--- config.mk ---
export PLATFORM = sky130hd
export DESIGN_NAME = cfgLock
export DESIGN_NICKNAME = d
export VERILOG_FILES = /design/src/rtl/cfgLockPkg.sv /design/src/rtl/cfgLockCtrl.sv /design/src/rtl/cfgLockData.sv /design/src/rtl/cfgLock.sv
export SDC_FILE = /design/constraint.sdc
export NUM_CORES = 1
export LEC_CHECK = 0
export BUFFER_PORTS_ARGS = -buffer_cell sky130_fd_sc_hd__buf_2
export CORE_ASPECT_RATIO = 1.4
export CORE_MARGIN = 3
export CORE_UTILIZATION = 47
export CTS_CLUSTER_SIZE = 10
export DETAILED_ROUTE_END_ITERATION = 8
export PLACE_DENSITY = 0.8
export SYNTH_ARGS = -nofsm -noshare
export SYNTH_HDL_FRONTEND = slang
export SYNTH_SLANG_ARGS = --single-unit
--- constraint.sdc ---
create_clock -name clk -period 1.8 [get_ports clk]
set_input_delay 0.18 -clock clk [delete_from_list [all_inputs] [get_ports clk]]
set_output_delay 0.18 -clock clk [all_outputs]
set_load 0.02 [all_outputs]
--- src/rtl/cfgLockPkg.sv ---
package cfgLockPkg;
  localparam int KEY_W = 16;
  localparam logic [1:0] ADDR_CTRL = 2'd0;
  localparam logic [1:0] ADDR_TO   = 2'd1;
  localparam logic [1:0] ADDR_WN   = 2'd2;
  localparam logic [1:0] ADDR_SVC  = 2'd3;

  localparam int BIT_EN   = 0;
  localparam int BIT_SOFT = 1;
  localparam int BIT_HARD = 2;

  localparam logic [KEY_W-1:0] KEY_REL1 = 16'hC520;
  localparam logic [KEY_W-1:0] KEY_REL2 = 16'hD928;
  localparam logic [KEY_W-1:0] KEY_SVC1 = 16'hA602;
  localparam logic [KEY_W-1:0] KEY_SVC2 = 16'hB480;

  typedef enum logic {KEY_IDLE, KEY_ARMED} keyState_t;

  typedef struct packed {
    logic ldCtrl;
    logic ldTimeout;
    logic ldWindow;
    logic release_;
  } strobe_t;
endpackage

--- src/rtl/cfgLockCtrl.sv ---
module cfgLockCtrl
  import cfgLockPkg::*;
#(
  parameter int DATA_W = 32
) (
  input  logic              clk,
  input  logic              rstN,
  input  logic              wrEn,
  input  logic [1:0]        addr,
  input  logic [DATA_W-1:0] wrData,
  input  logic              softLocked,
  input  logic              hardLocked,
  output strobe_t           strobe
);
  keyState_t keyQ, keyD;
  logic locked;
  logic svcWrite;
  logic [KEY_W-1:0] key;
  logic isSvcKey;

  assign locked   = softLocked | hardLocked;
  assign svcWrite = wrEn && (addr == ADDR_SVC);
  assign key      = wrData[KEY_W-1:0];
  assign isSvcKey = (key == KEY_SVC1) || (key == KEY_SVC2);

  always_comb begin
    strobe.ldCtrl    = wrEn && (addr == ADDR_CTRL) && !locked;
    strobe.ldTimeout = wrEn && (addr == ADDR_TO) && !locked;
    strobe.ldWindow  = wrEn && (addr == ADDR_WN) && !locked;
    strobe.release_  = svcWrite && (keyQ == KEY_ARMED) && (key == KEY_REL2);
  end

  // Key detector: refresh keys pass through, any other value disarms.
  always_comb begin
    keyD = keyQ;
    if (svcWrite) begin
      if (key == KEY_REL1)      keyD = KEY_ARMED;
      else if (isSvcKey)        keyD = keyQ;
      else                      keyD = KEY_IDLE;
    end
  end

  always_ff @(posedge clk or negedge rstN) begin
    if (!rstN) keyQ <= KEY_IDLE;
    else       keyQ <= keyD;
  end
endmodule

--- src/rtl/cfgLockData.sv ---
module cfgLockData
  import cfgLockPkg::*;
#(
  parameter int          DATA_W      = 32,
  parameter int          CTRL_W      = 8,
  parameter logic [31:0] TO_RST      = 32'h100,
  parameter logic [31:0] WN_RST      = 32'h0,
  parameter bit          EN_AT_RESET = 1'b0
) (
  input  logic              clk,
  input  logic              rstN,
  input  strobe_t           strobe,
  input  logic [1:0]        addr,
  input  logic [DATA_W-1:0] wrData,
  output logic [DATA_W-1:0] rdData,
  output logic [CTRL_W-1:0] ctrlVal,
  output logic [DATA_W-1:0] timeoutVal,
  output logic [DATA_W-1:0] windowVal,
  output logic              softLocked,
  output logic              hardLocked
);
  localparam logic [CTRL_W-1:0] CTRL_RST = CTRL_W'(EN_AT_RESET);

  logic [CTRL_W-1:0] ctrlQ;
  logic [DATA_W-1:0] toQ, wnQ;

  always_ff @(posedge clk or negedge rstN) begin
    if (!rstN) begin
      ctrlQ <= CTRL_RST;
    end else if (strobe.ldCtrl) begin
      ctrlQ <= wrData[CTRL_W-1:0];
      ctrlQ[BIT_HARD] <= ctrlQ[BIT_HARD] | wrData[BIT_HARD];
    end else if (strobe.release_) begin
      ctrlQ[BIT_SOFT] <= 1'b0;
    end
  end

  always_ff @(posedge clk or negedge rstN) begin
    if (!rstN) begin
      toQ <= DATA_W'(TO_RST);
      wnQ <= DATA_W'(WN_RST);
    end else begin
      if (strobe.ldTimeout) toQ <= wrData;
      if (strobe.ldWindow)  wnQ <= wrData;
    end
  end

  always_comb begin
    unique case (addr)
      ADDR_CTRL: rdData = DATA_W'(ctrlQ);
      ADDR_TO:   rdData = toQ;
      ADDR_WN:   rdData = wnQ;
      default:   rdData = '0;
    endcase
  end

  assign ctrlVal    = ctrlQ;
  assign timeoutVal = toQ;
  assign windowVal  = wnQ;
  assign softLocked = ctrlQ[BIT_SOFT];
  assign hardLocked = ctrlQ[BIT_HARD];
endmodule

--- src/rtl/cfgLock.sv ---
module cfgLock
  import cfgLockPkg::*;
#(
  parameter int          DATA_W      = 32,
  parameter int          CTRL_W      = 8,
  parameter logic [31:0] TO_RST      = 32'h100,
  parameter logic [31:0] WN_RST      = 32'h0,
  parameter bit          EN_AT_RESET = 1'b0
) (
  input  logic              clk,
  input  logic              rstN,
  input  logic              wrEn,
  input  logic [1:0]        addr,
  input  logic [DATA_W-1:0] wrData,
  output logic [DATA_W-1:0] rdData,
  output logic [CTRL_W-1:0] ctrlVal,
  output logic [DATA_W-1:0] timeoutVal,
  output logic [DATA_W-1:0] windowVal,
  output logic              softLocked,
  output logic              hardLocked
);
  strobe_t strobe;

  cfgLockCtrl #(.DATA_W(DATA_W)) ctrl_i (
    .clk(clk), .rstN(rstN), .wrEn(wrEn), .addr(addr), .wrData(wrData),
    .softLocked(softLocked), .hardLocked(hardLocked), .strobe(strobe)
  );

  cfgLockData #(
    .DATA_W(DATA_W), .CTRL_W(CTRL_W), .TO_RST(TO_RST),
    .WN_RST(WN_RST), .EN_AT_RESET(EN_AT_RESET)
  ) data_i (
    .clk(clk), .rstN(rstN), .strobe(strobe), .addr(addr), .wrData(wrData),
    .rdData(rdData), .ctrlVal(ctrlVal), .timeoutVal(timeoutVal),
    .windowVal(windowVal), .softLocked(softLocked), .hardLocked(hardLocked)
  );
endmodule

## After elaboration in Yosys (flattened, before gate mapping)

Cells that the tools add are included.

- Flip-flop bits (word level): 73
- Output and inout bits: 106
- Word-level logic and storage cells: 34

- Equality and inequality tests: 8
- Muxes and demuxes: 5
- Bitwise logic cells: 2
- Reduce and logical (&&, ||, !) cells: 14

Operators with widths:

| operator | number |
|---|---|
| case mux 32 bit (3 select lines) | 1 |
| equality test 16 bit, second input constant | 4 |
| logical AND 1 bit | 9 |
| equality test 2 bit, second input constant | 2 |
| 2-to-1 mux 1 bit | 4 |
| equality test 2 x 1 -> 1 bit, second input constant | 1 |
| logical NOT 2 bit | 1 |
| inequality test 2 bit, second input constant | 1 |
| OR 1 bit | 2 |
| AND reduction 2 bit | 1 |
| nonzero test 2 bit | 1 |
| logical NOT 1 bit | 1 |
| logical OR 1 bit | 1 |

## Logic depth before layout (Yosys ltp)

Gate-level depths: netlist of run 1.

- Word-level depth: 6
- Mapped depth: 5
- Mapped depth without buffers: 4

## Hierarchy

A second synthesis of run 1 with hierarchy kept.

- Cell total of the unflattened synthesis: 233
- Area total of the unflattened synthesis: 3335.7 sq um

By module, submodules not included:

| module | instances | cells an instance | area an instance (sq um) | sequential area each (sq um) |
|---|---|---|---|---|
| cfgLockData | 1 | 208 | 3150.5 | 1803.0 |
| cfgLockCtrl | 1 | 25 | 185.2 | 25.0 |

## Worst setup path before layout of run 1

Ideal clock, no wire load.

- Kind: reg2reg
- Start: register data_i.ctrlQ[2], in the netlist data_i.ctrlVal[2]
- End: register data_i.ctrlQ[0], in the netlist data_i.ctrlVal[0]
- Library setup time: 0.125 ns
- Arrival: 1.579 ns
- Data required time: 1.675 ns
- Slack: 0.097 ns
- Stages on the path, launching flop included: 4
- Path buffers: 0
- Cells stage by stage: dfrtp_1 -> nor3b_1 -> nor3b_2 -> mux2_2

- Longest elaborated chain between the ends: 3

Ends and longest elaborated chain:

| what | line | RTL |
|---|---|---|
| from (decl) | cfgLockData.sv:24 | `logic [CTRL_W-1:0] ctrlQ;` |
| from (signal assigned) | cfgLockData.sv:31 | `ctrlQ <= wrData[CTRL_W-1:0];` |
| from (signal, indexed assignment) | cfgLockData.sv:32 | `ctrlQ[BIT_HARD] <= ctrlQ[BIT_HARD] \| wrData[BIT_HARD];` |
| OR 1 bit | cfgLockCtrl.sv:21 | `assign locked = softLocked \| hardLocked;` |
| logical NOT 1 bit | cfgLockCtrl.sv:27 | `strobe.ldCtrl = wrEn && (addr == ADDR_CTRL) && !locked;` |
| logical AND 1 bit | cfgLockCtrl.sv:27 |  |

No other way between the ends.
A chain may end at the register's enable or synchronous reset.

## Worst setup path in the final report of run 1

- Start: register data_i.ctrlQ[1], in the netlist data_i.ctrlVal[1]
- End: register data_i.ctrlQ[3], in the netlist data_i.ctrlVal[3]

The elaborated chain is that of the path after synthesis.

==> qor.yml, run 1 <==
synthesis:
  async_flop_share_pct: 100.0
  synthCells: 233
  synth.top_cells.by_count: "dfrtp_1 (72), mux2_2 (70), a22o_1 (25), nand2_1 (12)"
  synth-edff-count: 0
  yosys.area_share.simple_pct: 5.292
  synth_xor_area_share_pct: 0
  synthFlopType: "dfrtp_1"
  ys_types: 27
  synth_top_cell_area_share_pct: 55.62
  ys_ff_latch: 73
  synth_area_mm2: 0.003239
  yosysTopAreaCell: "dfrtp_1"
  ys_seq_area_share_pct: 56.43
  synthMostInstantiatedCell: "dfrtp_1"
  yosys_warnings: 0
  synth.top_cells.by_area: "dfrtp_1 (56%), mux2_2 (24%), a22o_1 (6.8%), mux2i_1 (2.5%), nand2_1 (1.4%)"
  synth_nets: 270
  avgSynthCellArea_um2: 13.90
  synth_compound_area_share_pct: 8.922
  synthMuxAreaShare_pct: 26.81
  synth_adder_area_share_pct: 0
  synth_top_family_by_area: "multiplexers"
timing:
  worst_pin_slew_ns: 0.3772
  tns_ns: 0
  fin_crit_ns: 1.599
  slew_violations: 0
  rsz0062_at_grt: "no"
  finalWorstSetupSlack_ns: 0.2012
  setup_viol: 0
  holdWs_ns: 0.08527
  finalCritPeriodShare_pct: 88.82
  final-hold-violation-count: 0
  fmax_mhz: 625.5
  max_slew_margin_pct: 74.86
  skew_ns: 0.007180
clock_tree:
  clockBufferDepth: 2
  post_cts_buffers: 0
  cts_buffers: 9
  ctsResizeCount: 0
  cts_tree: "done"
  clock_sinks: 73
  clkLatencyLatePin_ns: 0.33
  clkTransAtPathRegs_ns: 0.08
  cts-htree-levels: 3
  root_buffer: "clkbuf_8"
  cts_hold_buf: 1
global_route:
  track_usage_pct: 20.33
  grt_pass1_wl_um: 12900
  overflow: 0
  grt_pass1_vias: 2497
  grt_max_degree: 74
  antenna_found_initial: 0
final_layout:
  fin_util_pct: 65.30
  fillers: 540
  area_growth_pct: 34.18
  layout.nets: 418
  drive_gt1_share_pct: 63.21
  antenna-diode-count: 0
power_and_ir_drop:
  peakVddDrop_mv: 0.8383
  p_leak_nw: 2.163
  p_per_area_mw_per_mm2: 1559
  power.total_mw: 6.776
floorplanning:
  io_pins: 143
  rows: 35
  die_h_um: 104.2
  initial_core_util_pct: 48.67
  core_area_mm2: 0.006656
  die_w_um: 76.17
  fp.dieArea_mm2: 0.007939
worst_setup_path:
  required_ns: 2.01
  crit_family: "simple AND/OR/NAND/NOR gates"
  cp_slowest_cell: "dfrtp_1"
  cp-start-kind: "register"
  cp-end-kind: "register"
  crit_chain: "nor3b_1, nor3b_2, buf_4, mux2_2"
  critPathMaxStageDelay_ns: 0.43
  critPathLaunch: "data_i.ctrlVal[1]$_DFFE_PN0P_"
  crit_buf_inv: 1
  crit_type: "reg2reg"
  cp_max_fo: 8
  critPathArrivalTime_ns: 1.81
  r2r-start: "data_i.ctrlVal[1]$_DFFE_PN0P_"
min_path:
  holdCritStartpoint: "wrData[25]"
  hold_path.class: "in2reg"
run:
  cap_violations: 0
place:
  port_buffers: 142
  dp_hpwl_um: 5564
  dp_slack_ns: 0.1897
  gp_congestion: 0.8241
detailed_routing:
  drc: 0
  ant_nets: 0
  first_pass_iters: 4
  wl_per_cell_um: 16.38
  routed-via-count: 2496
  via_per_inst: 5.222
  drt_iter0_drc: 83
  totalWireLength_um: 7832
outcome:
  status: "complete, no violations"
worst paths after layout:
check / endpoint / slack (ns) / depth (start not counted)
min in group asynchronous: data_i.timeoutVal[16]$_DFFE_PN0P_ / 0.40 / 3
max: data_i.ctrlVal[3]$_DFFE_PN0P_ / 0.20 / 4
max in group asynchronous: data_i.timeoutVal[8]$_DFFE_PN1P_ / 1.07 / 3
max reg2reg: data_i.ctrlVal[3]$_DFFE_PN0P_ / 0.20 / 4
min: data_i.timeoutVal[25]$_DFFE_PN0P_ / 0.09 / 2
min reg2reg: data_i.timeoutVal[10]$_DFFE_PN0P_ / 0.53 / 1
cells in the final DEF, fill, tap and decap left out:
cell type      instances
nor3b_1                1
a22oi_1                1
clkbuf_8              11
bufinv_16              3
buf_2                142
or4b_2                 1
dlygate4sd3_1          1
nand3_1                1
nor2b_2                2
buf_4                 10
mux2i_1                8
a22o_1                25
nand3b_1               1
nor4bb_1               1
dfrtp_1               72
nand4_1                1
a21o_1                 1
buf_12                 1
nand2_1               12
dfstp_2                1
o31ai_1                1
nor3_1                 2
nor2_1                 1
nor4_2                 1
nor3b_2                1
nor4b_1                1
or4b_1                 2
clkinv_4               1
clkbuf_1               1
mux2_2                70
o211ai_1               1
o21ai_0                8
final cells by class:
cell class	count	area, µm²	share of cell area [%]
sequential	73	1828	42.06
tap	92	115.1	2.648
clock inverter	4	98.84	2.274
timing repair buffer	154	815.8	18.77
clock buffer	12	155.1	3.569
multi-input combinational	143	1334	30.69
report_power, final:
| group | internal [mW] | switching [mW] | leakage, nW | total [mW] |
|---|---|---|---|---|
| sequential | 2.20 | 0.426 | 0.869 | 2.62 |
| combinational | 1.06 | 1.50 | 1.17 | 2.56 |
| clock | 1.00 | 0.589 | 0.127 | 1.59 |
logic make-up (layout without fill, tap and decap cells):
group,count (synthesis),count (layout)
AO/OA/AOI/OAI,37,37
buffers and inverters,17,170
flip-flops,73,73
multiplexers,78,78
AND/OR/NAND/NOR,28,28
flip-flops by register name (all words and copies together) (netlist names):
name / cells
ctrl_i.keyQ: 1
data_i.windowVal: 32
data_i.ctrlVal: 8
data_i.timeoutVal: 32
metrics by stage:
step                      instance area [µm²]  std cells
after floorplan                          3239        233
after global placement                   4083        461
after detailed placement                 4083        461
after CTS                                4347        478
after global routing                     4347        478
final                                    4347        478
metal layers:
| layer | wire [µm] | up-vias | track usage [%] |
|---|---|---|---|
| met5 | 0 | - | 0 |
| met4 | 59 | 0 | 5.570 |
| met3 | 473 | 6 | 4.506 |
| met2 | 3962 | 97 | 34.52 |
| met1 | 3336 | 1233 | 26.26 |
| li1 | - | 1160 | - |
No activity file was read; power rests on OpenSTA's default activity.
==> run 2: changes to the inputs <==
--- a/config.mk
+++ b/config.mk
@@ -5,10 +5,11 @@
 export SDC_FILE = /design/constraint.sdc
 export NUM_CORES = 1
 export LEC_CHECK = 0
+export ABC_AREA = 1
 export BUFFER_PORTS_ARGS = -buffer_cell sky130_fd_sc_hd__buf_2
 export CORE_ASPECT_RATIO = 1.4
 export CORE_MARGIN = 3
-export CORE_UTILIZATION = 47
+export CORE_UTILIZATION = 48
 export CTS_CLUSTER_SIZE = 10
 export DETAILED_ROUTE_END_ITERATION = 8
 export PLACE_DENSITY = 0.8
==> run 2 against run 1 <==
First-iteration DRC count rose by 61%. Die area rose by 3.2%. Sequential share of layout area fell by 1.0 points. Register-to-register slack barely moved. Clock-buffer cell count did not move. Global-route usage rose by 1.9 points. Non-clock buffer count fell by 3. Setup slack got worse by 0.00062 ns. Hold slack improved by 0.014 ns. Critical path type unchanged. Critical path depth did not move. Sequential cell count did not move. Utilization rose by 0.75 points.
==> qor.yml, run 2 <==
outcome:
  status: "complete, no violations"
synthesis:
  synth-edff-count: 0  # unchanged
  yosys_warnings: 0  # unchanged
  ys_seq_area_share_pct: 53.40  # -3.0 points
  avgSynthCellArea_um2: 9.252  # -33%
  synth_area_mm2: 0.003423  # +5.7%
  async_flop_share_pct: 100.0  # unchanged
  synthMostInstantiatedCell: "nand2_1"
  synth.top_cells.by_area: "dfrtp_1 (53%), nand2_1 (13%), o21ai_2 (8.2%), a22o_1 (6.1%), o21ai_1 (5.7%)"
  yosysTopAreaCell: "dfrtp_1"
  synthCells: 370  # +59%
  ys_types: 19  # -30%
  synth_nets: 407  # +51%
  synth_top_cell_area_share_pct: 52.63  # -3.0 points
  ys_ff_latch: 73  # unchanged
  synthFlopType: "dfrtp_1"
  synth.top_cells.by_count: "nand2_1 (114), dfrtp_1 (72), o21ai_1 (39), inv_1 (33), o21ai_2 (32)"
detailed_routing:
  ant_nets: 0  # unchanged
  wl_per_cell_um: 14.77  # -9.9%
  first_pass_iters: 4  # unchanged
  totalWireLength_um: 8980  # +15%
  via_per_inst: 5.151  # -1.3%
  drt_iter0_drc: 134  # +61%
  drc: 0  # unchanged
  routed-via-count: 3132  # +25%
timing:
  setup_viol: 0  # unchanged
  tns_ns: 0  # unchanged
  skew_ns: 0.007272  # +0.00009126 ns
  holdWs_ns: 0.09902  # +0.01375 ns
  fin_crit_ns: 1.599  # +0.0006210 ns
  rsz0062_at_grt: "no"
  finalCritPeriodShare_pct: 88.86  # about the same
  slew_violations: 0  # unchanged
  max_slew_margin_pct: 61.37  # -13 points
  final-hold-violation-count: 0  # unchanged
  worst_pin_slew_ns: 0.5795  # +0.2024 ns
  fmax_mhz: 625.2  # about the same
worst_setup_path:
  cp-start-kind: "register"
  cp-end-kind: "register"
  required_ns: 2.01  # about the same
  crit_type: "reg2reg"
  critPathArrivalTime_ns: 1.81  # about the same
  cp_max_fo: 14  # +6
global_route:
  overflow: 0  # unchanged
  grt_pass1_vias: 3048  # +22%
  grt_max_degree: 47  # -36%
  antenna_found_initial: 0  # unchanged
  track_usage_pct: 22.26  # +1.9 points
  grt_pass1_wl_um: 14390  # +12%
final_layout:
  layout_common_cells: "buf_2 (141), nand2_1 (114), dfrtp_1 (72), o21ai_1 (39), inv_1 (33)"
  fin_util_pct: 66.05  # +0.75 points
  drive_gt1_share_pct: 39.92  # -23 points
  antenna-diode-count: 0  # unchanged
  fillers: 591  # +9.4%
  layout_commonest_cell: "buf_2"
  layout.nets: 548  # +31%
  fin_cells: 608  # +27%
  area_growth_pct: 30.12
clock_tree:
  root_buffer: "clkbuf_8"
  ctsResizeCount: 0  # unchanged
  clock_sinks: 73  # unchanged
  cts-htree-levels: 3  # unchanged
  clkLatencyLatePin_ns: 0.34  # about the same
  cts_buffers: 9  # unchanged
  cts_tree: "done"
  clockBufferDepth: 2  # unchanged
  clkTransAtPathRegs_ns: 0.08  # about the same
min_path:
  hold_path.class: "in2reg"
power_and_ir_drop:
  p_leak_nw: 2.472  # +14%
  peakVddDrop_mv: 1.036  # +24%
  p_per_area_mw_per_mm2: 1889  # +21%
place:
  port_buffers: 142  # unchanged
  dp.cells: 591  # +28%
  gp_congestion: 0.8968  # +8.8%
  dp_hpwl_um: 6653  # +20%
floorplanning:
  io_pins: 143  # unchanged
  core_area_mm2: 0.006744  # +1.3%
  rows: 35  # unchanged
  die_w_um: 77.38  # +1.6%
  die_h_um: 105.9  # +1.6%
  initial_core_util_pct: 50.76  # +2.1 points
  fp.dieArea_mm2: 0.008196  # +3.2%
run:
  cap_violations: 0  # unchanged
run 2: changes by cell type after synthesis, moves of 8 or more:
| cell | before | now |
|---|---|---|
| o21ai_0 | 8 | 0 |
| inv_1 | 0 | 33 |
| mux2i_1 | 8 | 0 |
| o21ai_2 | 0 | 32 |
| nand2_1 | 12 | 114 |
| o21ai_1 | 0 | 39 |
| clkbuf_1 | 8 | 0 |
| nand3_1 | 1 | 14 |
| mux2_2 | 70 | 0 |
run 2: where the power goes:
part	internal, mW	switching [mW]	leakage [nW]
combinational	1.31	2.35	1.43
sequential	2.44	0.678	0.911
clock	1.03	0.595	0.129
total	4.79	3.62	2.47
run 2: path summary, 6_finish.rpt:
check / start / to / slack [ns] / cells after the start
worst min register to register: ctrl_i.keyQ$_DFFE_PN0P_ / ctrl_i.keyQ$_DFFE_PN0P_ / 0.49 / 2
worst max-delay path: data_i.ctrlVal[2]$_DFFE_PN0P_ / data_i.ctrlVal[0]$_DFFE_PN0P_ / 0.20 / 4
max in group asynchronous: rstN / data_i.timeoutVal[8]$_DFFE_PN1P_ / 0.84 / 3
min in group asynchronous: rstN / data_i.windowVal[4]$_DFFE_PN0P_ / 0.32 / 2
worst max register to register: data_i.ctrlVal[2]$_DFFE_PN0P_ / data_i.ctrlVal[0]$_DFFE_PN0P_ / 0.20 / 4
worst min-delay path: wrData[18] / data_i.windowVal[18]$_DFFE_PN0P_ / 0.1 / 3
run 2: cell type report:
cell class	instances	area, µm²	area share [%]
clock buffers	12	165.2	3.708
clock inverters	4	97.59	2.191
inverters	35	131.4	2.949
multi-input cells	241	1309	29.38
flip-flops and latches	73	1828	41.04
well taps	92	115.1	2.584
repair buffers	151	808.3	18.15
run 2: metal layers:
metal | share of wire (%) | up-vias | global-route usage, %
met2 | 50 | 156 | 37.89
met4 | 2.5 | 0 | 9.924
li1 | - | 1501 | -
met5 | 0 | - | 0
met1 | 40 | 1456 | 25.80
met3 | 7.9 | 19 | 6.525
run 2: stage by stage:
step                cell area (µm²)  power (mW)  setup slack [ns]
finish                         4454       8.412            0.2005
CTS                            4454       8.476            0.2220
global placement               4182       6.713            0.3764
global route                   4454       8.907            0.1277
floorplan                      3423       5.425            0.4589
detailed placement             4182       6.833            0.2860
run 2: worst max-delay path, cell delays in order (launching register included):
cell     delay (ns)
dfrtp_1        0.43
nor2_2         0.27
nand3_1        0.47
nand2_1        0.20
o21ai_1        0.10
run 2: timing repair:
item	4_1_cts	5_1_grt
hold buffers	1	0
buffers inserted	0	0
hold endpoints to repair	33	0
run 2: kinds of logic (layout without fill, tap and decap cells):
family	count (synthesis)	in the layout	share of synthesized area (%)
AOI/OAI and AO/OA	96	96	20.25
buffers and inverters	56	202	8.370
and+or+nand+nor	145	145	17.98
DFF	73	73	53.40
==> run 3: changes to the inputs <==
--- a/config.mk
+++ b/config.mk
@@ -9,10 +9,12 @@
 export BUFFER_PORTS_ARGS = -buffer_cell sky130_fd_sc_hd__buf_2
 export CORE_ASPECT_RATIO = 1.4
 export CORE_MARGIN = 3
-export CORE_UTILIZATION = 48
+export CORE_UTILIZATION = 49
 export CTS_CLUSTER_SIZE = 10
 export DETAILED_ROUTE_END_ITERATION = 8
-export PLACE_DENSITY = 0.8
+export PLACE_DENSITY = 0.81
 export SYNTH_ARGS = -nofsm -noshare
 export SYNTH_HDL_FRONTEND = slang
+export SYNTH_HIERARCHICAL = 1
 export SYNTH_SLANG_ARGS = --single-unit
+export TNS_END_PERCENT = 30
==> run 3 against run 2 <==
Utilization down 0.99 points. Clock-buffer cell count up 1. Via count up 12%. Area after synthesis up 5.3%. Design area up 3.3%.
==> qor.yml, run 3 <==
timing:
  final-hold-violation-count: 0  # unchanged
  finalCritPeriodShare_pct: 90.64  # +1.8 points
  max_slew_margin_pct: 67.50  # +6.1 points
  fmax_mhz: 613.0  # -2.0%
  slew_violations: 0  # unchanged
  tns_ns: 0  # unchanged
  worst_pin_slew_ns: 0.4874  # -0.09208 ns
  rsz0062_at_grt: "no"
  skew_ns: 0.004714  # -0.002557 ns
  fin_crit_ns: 1.631  # +0.03199 ns
  setup_viol: 0  # unchanged
synthesis:
  async_flop_share_pct: 100.0  # unchanged
  yosys.area_share.simple_pct: 27.48  # +9.5 points
  synth_nets: 512  # +26%
  synth.top_cells.by_area: "dfrtp_1 (50%), nand2_1 (19%), o21ai_0 (8.5%), inv_1 (7.8%), nand3_1 (3.9%)"
  synth_area_mm2: 0.003606  # +5.3%
  synth-edff-count: 0  # unchanged
  synth_adder_area_share_pct: 0  # unchanged
  avgSynthCellArea_um2: 7.591  # -18%
  synthMostInstantiatedCell: "nand2_1"
  ys_types: 23  # +4
  synth_top_family_by_area: "simple AND/OR/NAND/NOR gates"
  synthMuxAreaShare_pct: 0  # unchanged
  ys_ff_latch: 73  # unchanged
  synth.top_cells.by_count: "nand2_1 (179), inv_1 (75), dfrtp_1 (72), o21ai_0 (61), nand3_1 (28)"
  synthFlopType: "dfrtp_1"
  ys_seq_area_share_pct: 50.69  # -2.7 points
  synth_xor_area_share_pct: 0  # unchanged
  synthCells: 475  # +28%
  yosys_warnings: 6  # +6
  synth_compound_area_share_pct: 9.230  # -11 points
  yosysTopAreaCell: "dfrtp_1"
  synth_top_cell_area_share_pct: 49.97  # -2.7 points
floorplanning:
  io_pins: 143  # unchanged
  fp.dieArea_mm2: 0.008439  # +3.0%
  die_w_um: 78.50  # +1.5%
  core_area_mm2: 0.007072  # +4.9%
  initial_core_util_pct: 50.99  # +0.23 points
  die_h_um: 107.5  # +1.5%
  rows: 36  # +2.9%
clock_tree:
  root_buffer: "clkbuf_8"
  cts-htree-levels: 3  # unchanged
  post_cts_buffers: 0  # unchanged
  clkLatencyLatePin_ns: 0.34  # about the same
  clockBufferDepth: 2  # unchanged
  ctsResizeCount: 0  # unchanged
  clkTransAtPathRegs_ns: 0.07  # about the same
  cts_buffers: 9  # unchanged
  cts_tree: "done"
  cts_hold_buf: 1  # unchanged
  clock_sinks: 73  # unchanged
worst_setup_path:
  required_ns: 2.01  # about the same
  critPathArrivalTime_ns: 1.85  # +0.04 ns
  crit_type: "reg2reg"
  cp_max_fo: 8  # -6
  cp-start-kind: "register"
  rrSetupSlack_ns: 0.17  # -0.03 ns
  cp-end-kind: "register"
final_layout:
  fillers: 620  # +4.9%
  multiInputGateArea_mm2: 0.001338  # +2.2%
  regArea_mm2: 0.001828  # unchanged
  antenna-diode-count: 0  # unchanged
  layout_common_cells: "nand2_1 (179), buf_2 (141), inv_1 (75), dfrtp_1 (72), o21ai_0 (61)"
  layout_commonest_cell: "nand2_1"
  layout.nets: 651  # +19%
  design_area_mm2: 0.004601  # +3.3%
  drive_gt1_share_pct: 28.92  # -11 points
  area_growth_pct: 27.58
place:
  port_buffers: 142  # unchanged
  gp_congestion: 0.9410  # +4.9%
  dp_hpwl_um: 7100  # +6.7%
  dpl_cell_area_mm2: 0.004392  # +5.0%
power_and_ir_drop:
  p_leak_nw: 2.555  # +3.4%
  p_per_area_mw_per_mm2: 1726  # -8.6%
  peakVddDrop_mv: 0.8870  # -14%
outcome:
  status: "complete, no violations"
detailed_routing:
  first_pass_iters: 5  # +1
  ant_nets: 0  # unchanged
  drc: 0  # unchanged
  via_per_inst: 4.917  # -4.5%
  wl_per_cell_um: 13.72  # -7.1%
  totalWireLength_um: 9795  # +9.1%
  routed-via-count: 3511  # +12%
  drt_iter0_drc: 248  # +85%
global_route:
  met1_usage_pct: 28.74  # +2.9 points
  grt.busiest_layer: "met2"
  grt_max_degree: 39  # -17%
  antenna_found_initial: 0  # unchanged
  grt_pass1_wl_um: 15840  # +10%
  overflow: 0  # unchanged
  track_usage_pct: 24.09  # +1.8 points
  use_met2_pct: 42.10  # +4.2 points
  met3_usage_pct: 5.360  # -1.2 points
  grt_pass1_vias: 3330  # +9.3%
run:
  cap_violations: 0  # unchanged
min_path:
  hold_path.class: "in2reg"
-- run 3: cell types whose count changed after synthesis, sizes merged, moves of 2 or more --
| cell | previous run | this run |
|---|---|---|
| nand2 | 114 | 180 |
| nor4 | 0 | 2 |
| a21oi | 0 | 4 |
| a22o | 24 | 0 |
| clkbuf | 0 | 4 |
| nor2 | 10 | 19 |
| o21ai | 71 | 61 |
| buf | 21 | 19 |
| nand3 | 16 | 28 |
| inv | 35 | 79 |
-- run 3: cell type report --
cell class / count / share of cell area (%)
flip-flops and latches: 73 / 39.73
clock inverters: 3 / 0.8703
well taps: 95 / 2.584
repair buffers: 151 / 17.84
multi-input cells: 300 / 29.07
clock buffers: 13 / 3.454
inverters: 79 / 6.445
-- run 3: critical path: stages (launching register included) --
cell and delay [ns]:
dfrtp_1 0.41, or2_1 0.31, nor4_1 0.34, inv_1 0.24, nand2_1 0.11, o21ai_0 0.09
-- run 3: power breakdown --
group	internal [mW]	total [mW]	switching, mW	leakage [nW]
sequential	2.45	3.11	0.653	0.879
clock	0.713	1.28	0.572	0.103
combinational	1.15	3.55	2.40	1.57
total	4.31	7.94	3.63	2.56
-- run 3: kinds of logic (layout without fill, tap and decap cells) --
| group | count (synthesis) | in the layout |
|---|---|---|
| buffers and inverters | 102 | 246 |
| DFF | 73 | 73 |
| and+or+nand+nor | 234 | 234 |
| AOI/OAI and AO/OA | 66 | 66 |
-- run 3: worst paths after layout --
| kind | start | end | cells past startpoint |
|---|---|---|---|
| max reg2reg | data_i/ctrlVal[2]$_DFFE_PN0P_ | data_i/ctrlVal[1]$_DFFE_PN0P_ | 5 |
| min | wrData[30] | data_i/timeoutVal[30]$_DFFE_PN0P_ | 3 |
| min in group asynchronous | rstN | data_i/timeoutVal[26]$_DFFE_PN0P_ | 2 |
| max | data_i/ctrlVal[2]$_DFFE_PN0P_ | data_i/ctrlVal[1]$_DFFE_PN0P_ | 5 |
| max in group asynchronous | rstN | data_i/timeoutVal[8]$_DFFE_PN1P_ | 3 |
| min reg2reg | ctrl_i/keyQ$_DFFE_PN0P_ | ctrl_i/keyQ$_DFFE_PN0P_ | 2 |
-- run 3: metal layers --
metal / vias to the layer above / part of all wire [%]
met5: - / 0
met4: 0 / 1.5
met3: 13 / 6.4
met2: 138 / 52
met1: 1634 / 41
li1: 1726 / -
-- run 3: per-stage QoR --
| stage | instances | power [mW] | utilization, % | worst slack, ns | hold slack (ns) |
|---|---|---|---|---|---|
| after floorplan | 475 | 5.234 | - | 0.3483 | -0.1156 |
| after global placement | 697 | 6.577 | 62.10 | 0.3042 | 0.1659 |
| after detailed placement | 697 | 6.694 | 62.10 | 0.2104 | 0.1714 |
| after CTS | 714 | 8.002 | 65.06 | 0.1851 | 0.03886 |
| after global routing | 714 | 8.454 | 65.06 | 0.04158 | 0.05418 |
| final | 714 | 7.942 | 65.06 | 0.1685 | 0.05562 |
